[src/rtl/scc_pkg.sv]
package scc_pkg;
   // fixed placement of the bank words; priority follows these indices
   localparam int unsigned SCC_REG_MS    = 0;
   localparam int unsigned SCC_REG_ALARM = 1;
   localparam int unsigned SCC_REG_GP0   = 2;

   typedef enum logic {
      ENG_IDLE = 1'b0,
      ENG_BUSY = 1'b1
   } eng_state_e;
endpackage

[src/rtl/scc_shadow_bank.sv]
module scc_shadow_bank #(
   parameter int unsigned NUM_REGS = 8,
   parameter int unsigned DATA_W   = 32,
   parameter int unsigned IDX_W    = 4
) (
   input  logic              clk,
   input  logic              rst_n,
   input  logic              soft_rst,
   input  logic              wr_en,
   input  logic [IDX_W-1:0]  wr_idx,
   input  logic [DATA_W-1:0] wr_data,
   input  logic [IDX_W-1:0]  rd_idx,
   output logic [DATA_W-1:0] rd_data,
   input  logic [IDX_W-1:0]  cp_idx,
   output logic [DATA_W-1:0] cp_data
);
   logic [DATA_W-1:0] word_q [NUM_REGS];

   for (genvar g = 0; g < NUM_REGS; g++) begin : g_word
      logic hit;
      assign hit = wr_en && (wr_idx == IDX_W'(g));
      always_ff @(posedge clk or negedge rst_n) begin
         if (!rst_n)        word_q[g] <= '0;
         else if (soft_rst) word_q[g] <= '0;
         else if (hit)      word_q[g] <= wr_data;
      end
   end

   always_comb begin
      rd_data = '0;
      cp_data = '0;
      for (int k = 0; k < NUM_REGS; k++) begin
         if (rd_idx == IDX_W'(k)) rd_data = word_q[k];
         if (cp_idx == IDX_W'(k)) cp_data = word_q[k];
      end
   end
endmodule

[src/rtl/scc_pending_tracker.sv]
module scc_pending_tracker #(
   parameter int unsigned NUM_REGS = 8,
   parameter int unsigned IDX_W    = 4
) (
   input  logic                clk,
   input  logic                rst_n,
   input  logic                soft_rst,
   input  logic                wr_en,
   input  logic [IDX_W-1:0]    wr_idx,
   input  logic                done,
   input  logic [IDX_W-1:0]    done_idx,
   output logic [NUM_REGS-1:0] pend
);
   for (genvar g = 0; g < NUM_REGS; g++) begin : g_flag
      logic set_i, clr_i;
      assign set_i = wr_en && (wr_idx == IDX_W'(g));
      assign clr_i = done && (done_idx == IDX_W'(g));
      always_ff @(posedge clk or negedge rst_n) begin
         if (!rst_n)        pend[g] <= 1'b0;
         else if (soft_rst) pend[g] <= 1'b0;
         else if (set_i)    pend[g] <= 1'b1;   // a fresh write outranks a finishing copy
         else if (clr_i)    pend[g] <= 1'b0;
      end
   end
endmodule

[src/rtl/scc_copy_engine.sv]
module scc_copy_engine
   import scc_pkg::*;
#(
   parameter int unsigned NUM_REGS     = 8,
   parameter int unsigned DATA_W       = 32,
   parameter int unsigned IDX_W        = 4,
   parameter bit          CAPTURE_WORD = 1'b1
) (
   input  logic                clk,
   input  logic                rst_n,
   input  logic                soft_rst,
   input  logic                suppress,
   input  logic [NUM_REGS-1:0] pend,
   input  logic [DATA_W-1:0]   cp_data,
   output logic [IDX_W-1:0]    cp_idx,
   output logic                req,
   output logic [IDX_W-1:0]    idx,
   output logic [DATA_W-1:0]   data,
   input  logic                ack,
   output logic                done
);
   eng_state_e        state_q;
   logic [IDX_W-1:0]  idx_q;
   logic [IDX_W-1:0]  pick;
   logic              any_pend;
   logic              start;

   always_comb begin
      pick = '0;
      for (int k = NUM_REGS - 1; k >= 0; k--) begin
         if (pend[k]) pick = IDX_W'(k);
      end
   end

   assign any_pend = |pend;
   assign start    = (state_q == ENG_IDLE) && any_pend && !suppress && !soft_rst;
   assign cp_idx   = (state_q == ENG_IDLE) ? pick : idx_q;
   assign req      = (state_q == ENG_BUSY);
   assign idx      = idx_q;
   assign done     = req && ack && !soft_rst;

   always_ff @(posedge clk or negedge rst_n) begin
      if (!rst_n) begin
         state_q <= ENG_IDLE;
         idx_q   <= '0;
      end else if (soft_rst) begin
         state_q <= ENG_IDLE;
      end else begin
         case (state_q)
            ENG_IDLE: if (start) begin
               state_q <= ENG_BUSY;
               idx_q   <= pick;
            end
            ENG_BUSY: if (ack) state_q <= ENG_IDLE;
            default:  state_q <= ENG_IDLE;
         endcase
      end
   end

   if (CAPTURE_WORD) begin : g_capture
      logic [DATA_W-1:0] data_q;
      always_ff @(posedge clk or negedge rst_n) begin
         if (!rst_n)     data_q <= '0;
         else if (start) data_q <= cp_data;
      end
      assign data = data_q;
   end else begin : g_direct
      assign data = cp_data;
   end
endmodule

[src/rtl/shadow_copy_ctrl.sv]
module shadow_copy_ctrl #(
   parameter int unsigned NUM_REGS     = 8,
   parameter int unsigned DATA_W       = 32,
   parameter int unsigned IDX_W        = 4,
   parameter bit          CAPTURE_WORD = 1'b1
) (
   input  logic                clk,
   input  logic                rst_n,
   input  logic                soft_rst,
   input  logic                suppress_copy,
   input  logic                wr_en,
   input  logic [IDX_W-1:0]    wr_idx,
   input  logic [DATA_W-1:0]   wr_data,
   input  logic [IDX_W-1:0]    rd_idx,
   output logic [DATA_W-1:0]   rd_data,
   output logic [NUM_REGS-1:0] pend_o,
   output logic                pers_req,
   output logic [IDX_W-1:0]    pers_idx,
   output logic [DATA_W-1:0]   pers_data,
   input  logic                pers_ack
);
   localparam int unsigned IDX_SPAN = 1 << IDX_W;

   if (NUM_REGS < 1 || NUM_REGS > IDX_SPAN) begin : g_bad_count
      $error("shadow_copy_ctrl: NUM_REGS must fit the index width");
   end
   if (DATA_W < 1) begin : g_bad_width
      $error("shadow_copy_ctrl: DATA_W must be positive");
   end

   logic [IDX_W-1:0]  cp_idx;
   logic [DATA_W-1:0] cp_data;
   logic              done;

   scc_shadow_bank #(.NUM_REGS(NUM_REGS), .DATA_W(DATA_W), .IDX_W(IDX_W)) bank_i (
      .clk(clk), .rst_n(rst_n), .soft_rst(soft_rst),
      .wr_en(wr_en), .wr_idx(wr_idx), .wr_data(wr_data),
      .rd_idx(rd_idx), .rd_data(rd_data),
      .cp_idx(cp_idx), .cp_data(cp_data)
   );

   scc_pending_tracker #(.NUM_REGS(NUM_REGS), .IDX_W(IDX_W)) track_i (
      .clk(clk), .rst_n(rst_n), .soft_rst(soft_rst),
      .wr_en(wr_en), .wr_idx(wr_idx),
      .done(done), .done_idx(pers_idx),
      .pend(pend_o)
   );

   scc_copy_engine #(
      .NUM_REGS(NUM_REGS), .DATA_W(DATA_W), .IDX_W(IDX_W), .CAPTURE_WORD(CAPTURE_WORD)
   ) eng_i (
      .clk(clk), .rst_n(rst_n), .soft_rst(soft_rst), .suppress(suppress_copy),
      .pend(pend_o), .cp_data(cp_data), .cp_idx(cp_idx),
      .req(pers_req), .idx(pers_idx), .data(pers_data),
      .ack(pers_ack), .done(done)
   );
endmodule

[config.mk]
export PLATFORM = sky130hd
export DESIGN_NAME = shadow_copy_ctrl
export DESIGN_NICKNAME = d
export VERILOG_FILES = /design/src/rtl/scc_pkg.sv /design/src/rtl/scc_shadow_bank.sv /design/src/rtl/scc_pending_tracker.sv /design/src/rtl/scc_copy_engine.sv /design/src/rtl/shadow_copy_ctrl.sv
export SDC_FILE = /design/constraint.sdc
export NUM_CORES = 1
export LEC_CHECK = 0
export BUFFER_PORTS_ARGS = -buffer_cell sky130_fd_sc_hd__buf_2
export CELL_PAD_IN_SITES_DETAIL_PLACEMENT = 0
export CELL_PAD_IN_SITES_GLOBAL_PLACEMENT = 1
export CORE_ASPECT_RATIO = 2
export CORE_MARGIN = 2
export CORE_UTILIZATION = 50
export DETAILED_ROUTE_END_ITERATION = 10
export PLACE_DENSITY = 0.88
export SETUP_SLACK_MARGIN = 0.5
export SLEW_MARGIN = 20
export SYNTH_ARGS = -nofsm -noshare
export SYNTH_HDL_FRONTEND = slang
export SYNTH_SLANG_ARGS = --single-unit
[constraint.sdc]
create_clock -name clk -period 4.7 [get_ports clk]
set_clock_uncertainty 0.1 [all_clocks]
set_input_delay 0.47 -clock clk [delete_from_list [all_inputs] [get_ports clk]]
set_output_delay 0.47 -clock clk [all_outputs]
set_load 0.02 [all_outputs]
# [After elaboration in Yosys (flattened, before gate mapping)]
# Cells that the tools add are included.
[classes] muxes=69 n_eq_ne=28 bitwise=2 reduce_logical=45
[op_table] op="2-to-1 mux 32 bit" n=32
[op_table] op="== test 4 x 3 -> 1 bit, second input constant" n=16
[op_table] op="== test 4 x 2 -> 1 bit, second input constant" n=8
[op_table] op="2-to-1 mux 4 bit" n=8
[op_table] op="2-to-1 mux 1 bit" n=27
[op_table] op="nonzero test 3 bit" n=8
[op_table] op="logical AND 1 bit" n=21
[op_table] op="== test 4 x 1 -> 1 bit, second input constant" n=4
[op_table] op="zero test 4 bit" n=4
[op_table] op="nonzero test 2 bit" n=8
[op_table] op="OR reduction 8 bit" n=1
[op_table] op="2-to-1 mux 3 bit" n=1
[op_table] op="AND reduction 3 bit" n=1
[op_table] op="zero test 1 bit" n=2
[op_table] op="inverter 1 bit" n=2
[op_table] op="one-hot mux 1 bit (2 select lines)" n=1
[word_totals] input_bits=46 wordCells=163 output_inout_bits=77 reg_bits=301

# [Depth between registers and ports, before layout]
[logic_depth] ltp_word=18 ltp_mapped=9 depth_no_buf=6

# [Hierarchy]
# Synthesis repeated with hierarchy kept, for this count alone.
[hier_totals] hier_cells=1970 hier_area_um2=17020.1
[by_module_without_submodules] module="scc_shadow_bank" cells_each=1828 instances=1 seq_area_each_um2=6406.1 area_each_um2=14965.6
[by_module_without_submodules] module="scc_copy_engine" cells_each=105 instances=1 seq_area_each_um2=900.9 area_each_um2=1639.1
[by_module_without_submodules] module="scc_pending_tracker" cells_each=37 instances=1 seq_area_each_um2=200.2 area_each_um2=415.4

# [Worst setup path after synthesis]
# No wires, ideal clock.
[synth_path] kind="input to output" from="input rd_idx[0]" to="output rd_data[11]" slack_ns=2.110 path_buffers=2 arrival_ns=2.020 stages=8 required_ns=4.130 path_cell_list="buf_2 > nand2_1 > nor3_1 > clkbuf_1 > a222oi_1 > a21oi_1 > a21oi_1 > a21oi_1"
[synth_via] elab_chain_cells=9 elab_cells_between_ends=16 cone_classes="eq/ne (7); mux (8); reduce/logical (1)"
[synth_rtl] element="start, declared" line="shadow_copy_ctrl.sv:14" source="input logic [IDX_W-1:0] rd_idx,"
[synth_rtl] element="zero test 4 bit" line="scc_shadow_bank.sv:33" source="if (rd_idx == IDX_W'(k)) rd_data = word_q[k];"
[synth_rtl] element="2-to-1 mux 32 bit (7 in series)" line="scc_shadow_bank.sv:33"
[synth_rtl] element="2-to-1 mux 32 bit *" line="scc_shadow_bank.sv:33"
[synth_rtl] element="end, declared" line="shadow_copy_ctrl.sv:15" source="output logic [DATA_W-1:0] rd_data,"
# Mark *: on every way between the ends. The rest lies on a longest branch, timed or not.

# [Final worst setup path]
[layout_path] from="input rd_idx[0]" to="output rd_data[31]"
# Same word-level chain as after synthesis.

==> impl_metrics.tcl <==
set metrics [dict create \
    status "finished clean" \
    hold_violations 0 \
    power_switching_w 0.00176 \
    area_growth_pct 11.9 \
    leakage_nw 7.54 \
    layoutNonFillerInstCount 1670 \
    die_area_sq_um 30600 \
    critPathKind "input port to output port" \
    clockPowerShare_pct 36.4 \
    antenna_found_initial 3 \
    numPlacedInstances 1622 \
    drc 0 \
    synthArstFlopShare_pct 100 \
    overflow 0 \
    ff2ff_setup_slack_ps 1760 \
    yosysSeqAreaShare_pct 51.6 \
    synth.avg_cell_area_sq_um 11.7 \
    yosysWarnings 0 \
    internal_power_w 0.00426 \
    rows 88 \
    vdd_drop_max_v 0.000212 \
    netlist_area_sq_um 14600 \
    clock_latency_ps 550 \
    power_w 0.00602 \
    io_pins 123 \
    grt_pass1_wl_um 73600 \
    worstSetupEndpointType "output port" \
    gp_congestion 0.853 \
    io_buffers 121 \
    setup_viol 0 \
    rsz0062_at_grt "no" \
    cp_max_fo 13 \
    p_comb_share_pct 16.3 \
    finalCritPeriodShare_pct 74.5 \
    clock_sinks 300 \
    ctsResizeCount 0 \
    grt_max_degree 128 \
    htree_levels 1 \
    die-height_um 245 \
    cpMaxStageDelayCell "nor3_2" \
    cp.required_ps 4130 \
    final.min_clock_period_ps 3500 \
    p_per_area_nw_per_um2 370 \
    synth-edff-count 0 \
    start_util_pct 50.7 \
    via_per_inst 7.18 \
    cp_top_family "simple AND/OR/NAND/NOR gates" \
    worst_pin_slew_ps 1150 \
    cpMostUsedCell "a21oi_1" \
    postCtsSetupBuffers 0 \
    clk_pin_slew_ps 70 \
    drive_gt1_share_pct 20.6 \
    startpoint "rd_idx[0]" \
    grt_use_total_pct 30.8 \
    die_w_um 125 \
    maxSlewHeadroom_pct 23.0 \
    path_buf_inv 3 \
    cts-buffers-inserted 26 \
    r2r_start "eng_i.req" \
    core_area_sq_um 28700 \
    totalWireLength_um 46900 \
    slew_viol_final 0 \
    ys_ff_latch 300 \
    firstDrtPassIters 6 \
    crit_chain "buf_2 > nand2b_1 > nor3_2 > buf_4 > a222oi_1 > a21oi_1 > a21oi_1 > a21oi_1 > buf_2" \
    ys.flop_type "dfrtp_1" \
    critPathCapture "rd_data[31]" \
    vias 12000 \
    setup-tns-final_ps 0 \
    clockBufferDepth 3 \
    swShare_pct 29.2 \
    cp.depth 9 \
    dpl.hpwl_um 27100 \
    wire_per_inst_um 28.1 \
    power_frac_seq_pct 47.3 \
    root_buffer "clkbuf_16" \
    worst_setup_path_start_kind "input port" \
    timing.fmax_ghz 0.286 \
    drtIter0Drc 1581 \
    tritoncts "built" \
    detail-route-antenna-nets 0 \
    hp-class "input port to register" \
    maxCapViolCount 0 \
    cpPeakStageDelay_ps 860 \
    reg2reg_to "eng_i.data[3]" \
    reg2reg_depth 7 \
    nets 1337 \
    synth_cells 1250 \
    yosysUniqueCellTypes 50 \
    cp.arrival_ps 2930 \
    syn_nets 1296 \
    grt_pass1_vias 12500 \
]
[synthesized netlist by cell type (all sizes together) (10+ instances only)]
cell type	instances	share of area (%)
a21oi	97	3.4
a222oi	10	0.69
a22o	264	16
a22oi	68	3.5
buf	62	2.4
clkbuf	80	2.1
dfrtp	300	52
mux4	61	10
nand2	92	2.4
nand4	23	0.99
nor2	78	2.0
nor3	11	0.38
o21ai	33	1.2
[cells by family (layout without fill, tap and decap cells)]
| logic type | count (synthesis) | count (layout) | synth area share (%) |
|---|---|---|---|
| AOI/OAI and AO/OA | 497 | 497 | 26.1 |
| DFF | 300 | 300 | 51.6 |
| and+or+nand+nor | 235 | 235 | 7.11 |
| buffers and inverters | 148 | 206 | 4.62 |
| muxes | 69 | 69 | 10.6 |
| other | 1 | 3 | 0.0258 |
[cell type report]
class / instances / area [sq um]
timing repair buffer: 155 / 923
clock inverter: 5 / 75.1
fill: 2418 / 12400
clock buffer: 40 / 764
inverter: 6 / 22.5
antenna: 2 / 5.00
tap: 360 / 450
sequential: 300 / 7510
multi-input combinational: 802 / 6540
[worst reg2reg max path: stages, from the launching register on]
cell and delay (ps):
dfrtp_1 670, nor3_1 120, o31a_2 180, nor2_4 680, buf_12 370, mux4_2 360
nor2_1 220, o21ai_0 130
[cells in the final DEF, fill, tap and decap left out, drive strengths merged, types with 5 or more instances in the layout]
| cell type | count |
|---|---|
| a21oi | 97 |
| a22o | 264 |
| mux4 | 61 |
| nor2b | 5 |
| nand3 | 6 |
| mux2i | 7 |
| a22oi | 68 |
| nand2b | 6 |
| a222oi | 10 |
| nor3 | 11 |
| o21ai | 33 |
| inv | 5 |
| a31o | 5 |
| clkbuf | 40 |
| nand4 | 23 |
| nor2 | 78 |
| nand2 | 92 |
| buf | 154 |
| dfrtp | 300 |
[how the worst min path moves through the flow]
stage,startpoint,to,cells after the start
finish,pers_ack,eng_i.req,2
global route,pers_ack,eng_i.req,2
CTS,pers_ack,eng_i.req,2
detailed placement,eng_i.data[30],eng_i.data[30],2
global placement,bank_i.word_q[34],bank_i.word_q[34],1
floorplan,rst_n,bank_i.word_q[0],0
[state kept, by name (all words and copies together), names as in the netlist]
register and cells:
bank_i.word_q 256, eng_i.req 1, track_i.pend 8, eng_i.data 32, eng_i.idx 3
[metrics by stage]
| stage | setup slack, ps | instance area [sq um] | hold slack [ps] | util (%) |
|---|---|---|---|---|
| floorplan | 2110 | 14600 | 74.4 | - |
| global placement | 1310 | 15400 | 397 | 53.7 |
| detailed placement | 1320 | 15400 | 404 | 53.7 |
| CTS | 1270 | 16300 | 30.7 | 56.7 |
| global route | 1130 | 16300 | 41.7 | 56.7 |
| finish | 1200 | 16300 | 47.3 | 56.7 |
[repair_timing]
item / in CTS / in global routing
endpoints found under the hold margin: 66 / 0
setup endpoints to repair: 0 / 0
hold buffers: 1 / 0
[layer usage]
metal | wire (um) | up-vias | global-route usage (%)
li1 | - | 4928 | -
met2 | 23500 | 700 | 52.0
met3 | 3950 | 161 | 4.33
met1 | 17200 | 6194 | 38.8
met4 | 2270 | 2 | 15.7
met5 | 12 | - | 0
[power by group through the flow]
| stage | Sequential (W) | Clock, W | Combinational, W |
|---|---|---|---|
| 3_5_place_dp | 0.00290 | 0 | 0.000977 |
| 3_3_place_gp | 0.00289 | 0 | 0.000961 |
| 4_1_cts | 0.00285 | 0.00221 | 0.000982 |
| 6_report | 0.00285 | 0.00219 | 0.000980 |
| 2_1_floorplan | 0.00300 | 0 | 0.000474 |
| 5_1_grt | 0.00286 | 0.00231 | 0.00105 |
Power figures use the tool's default switching activity.
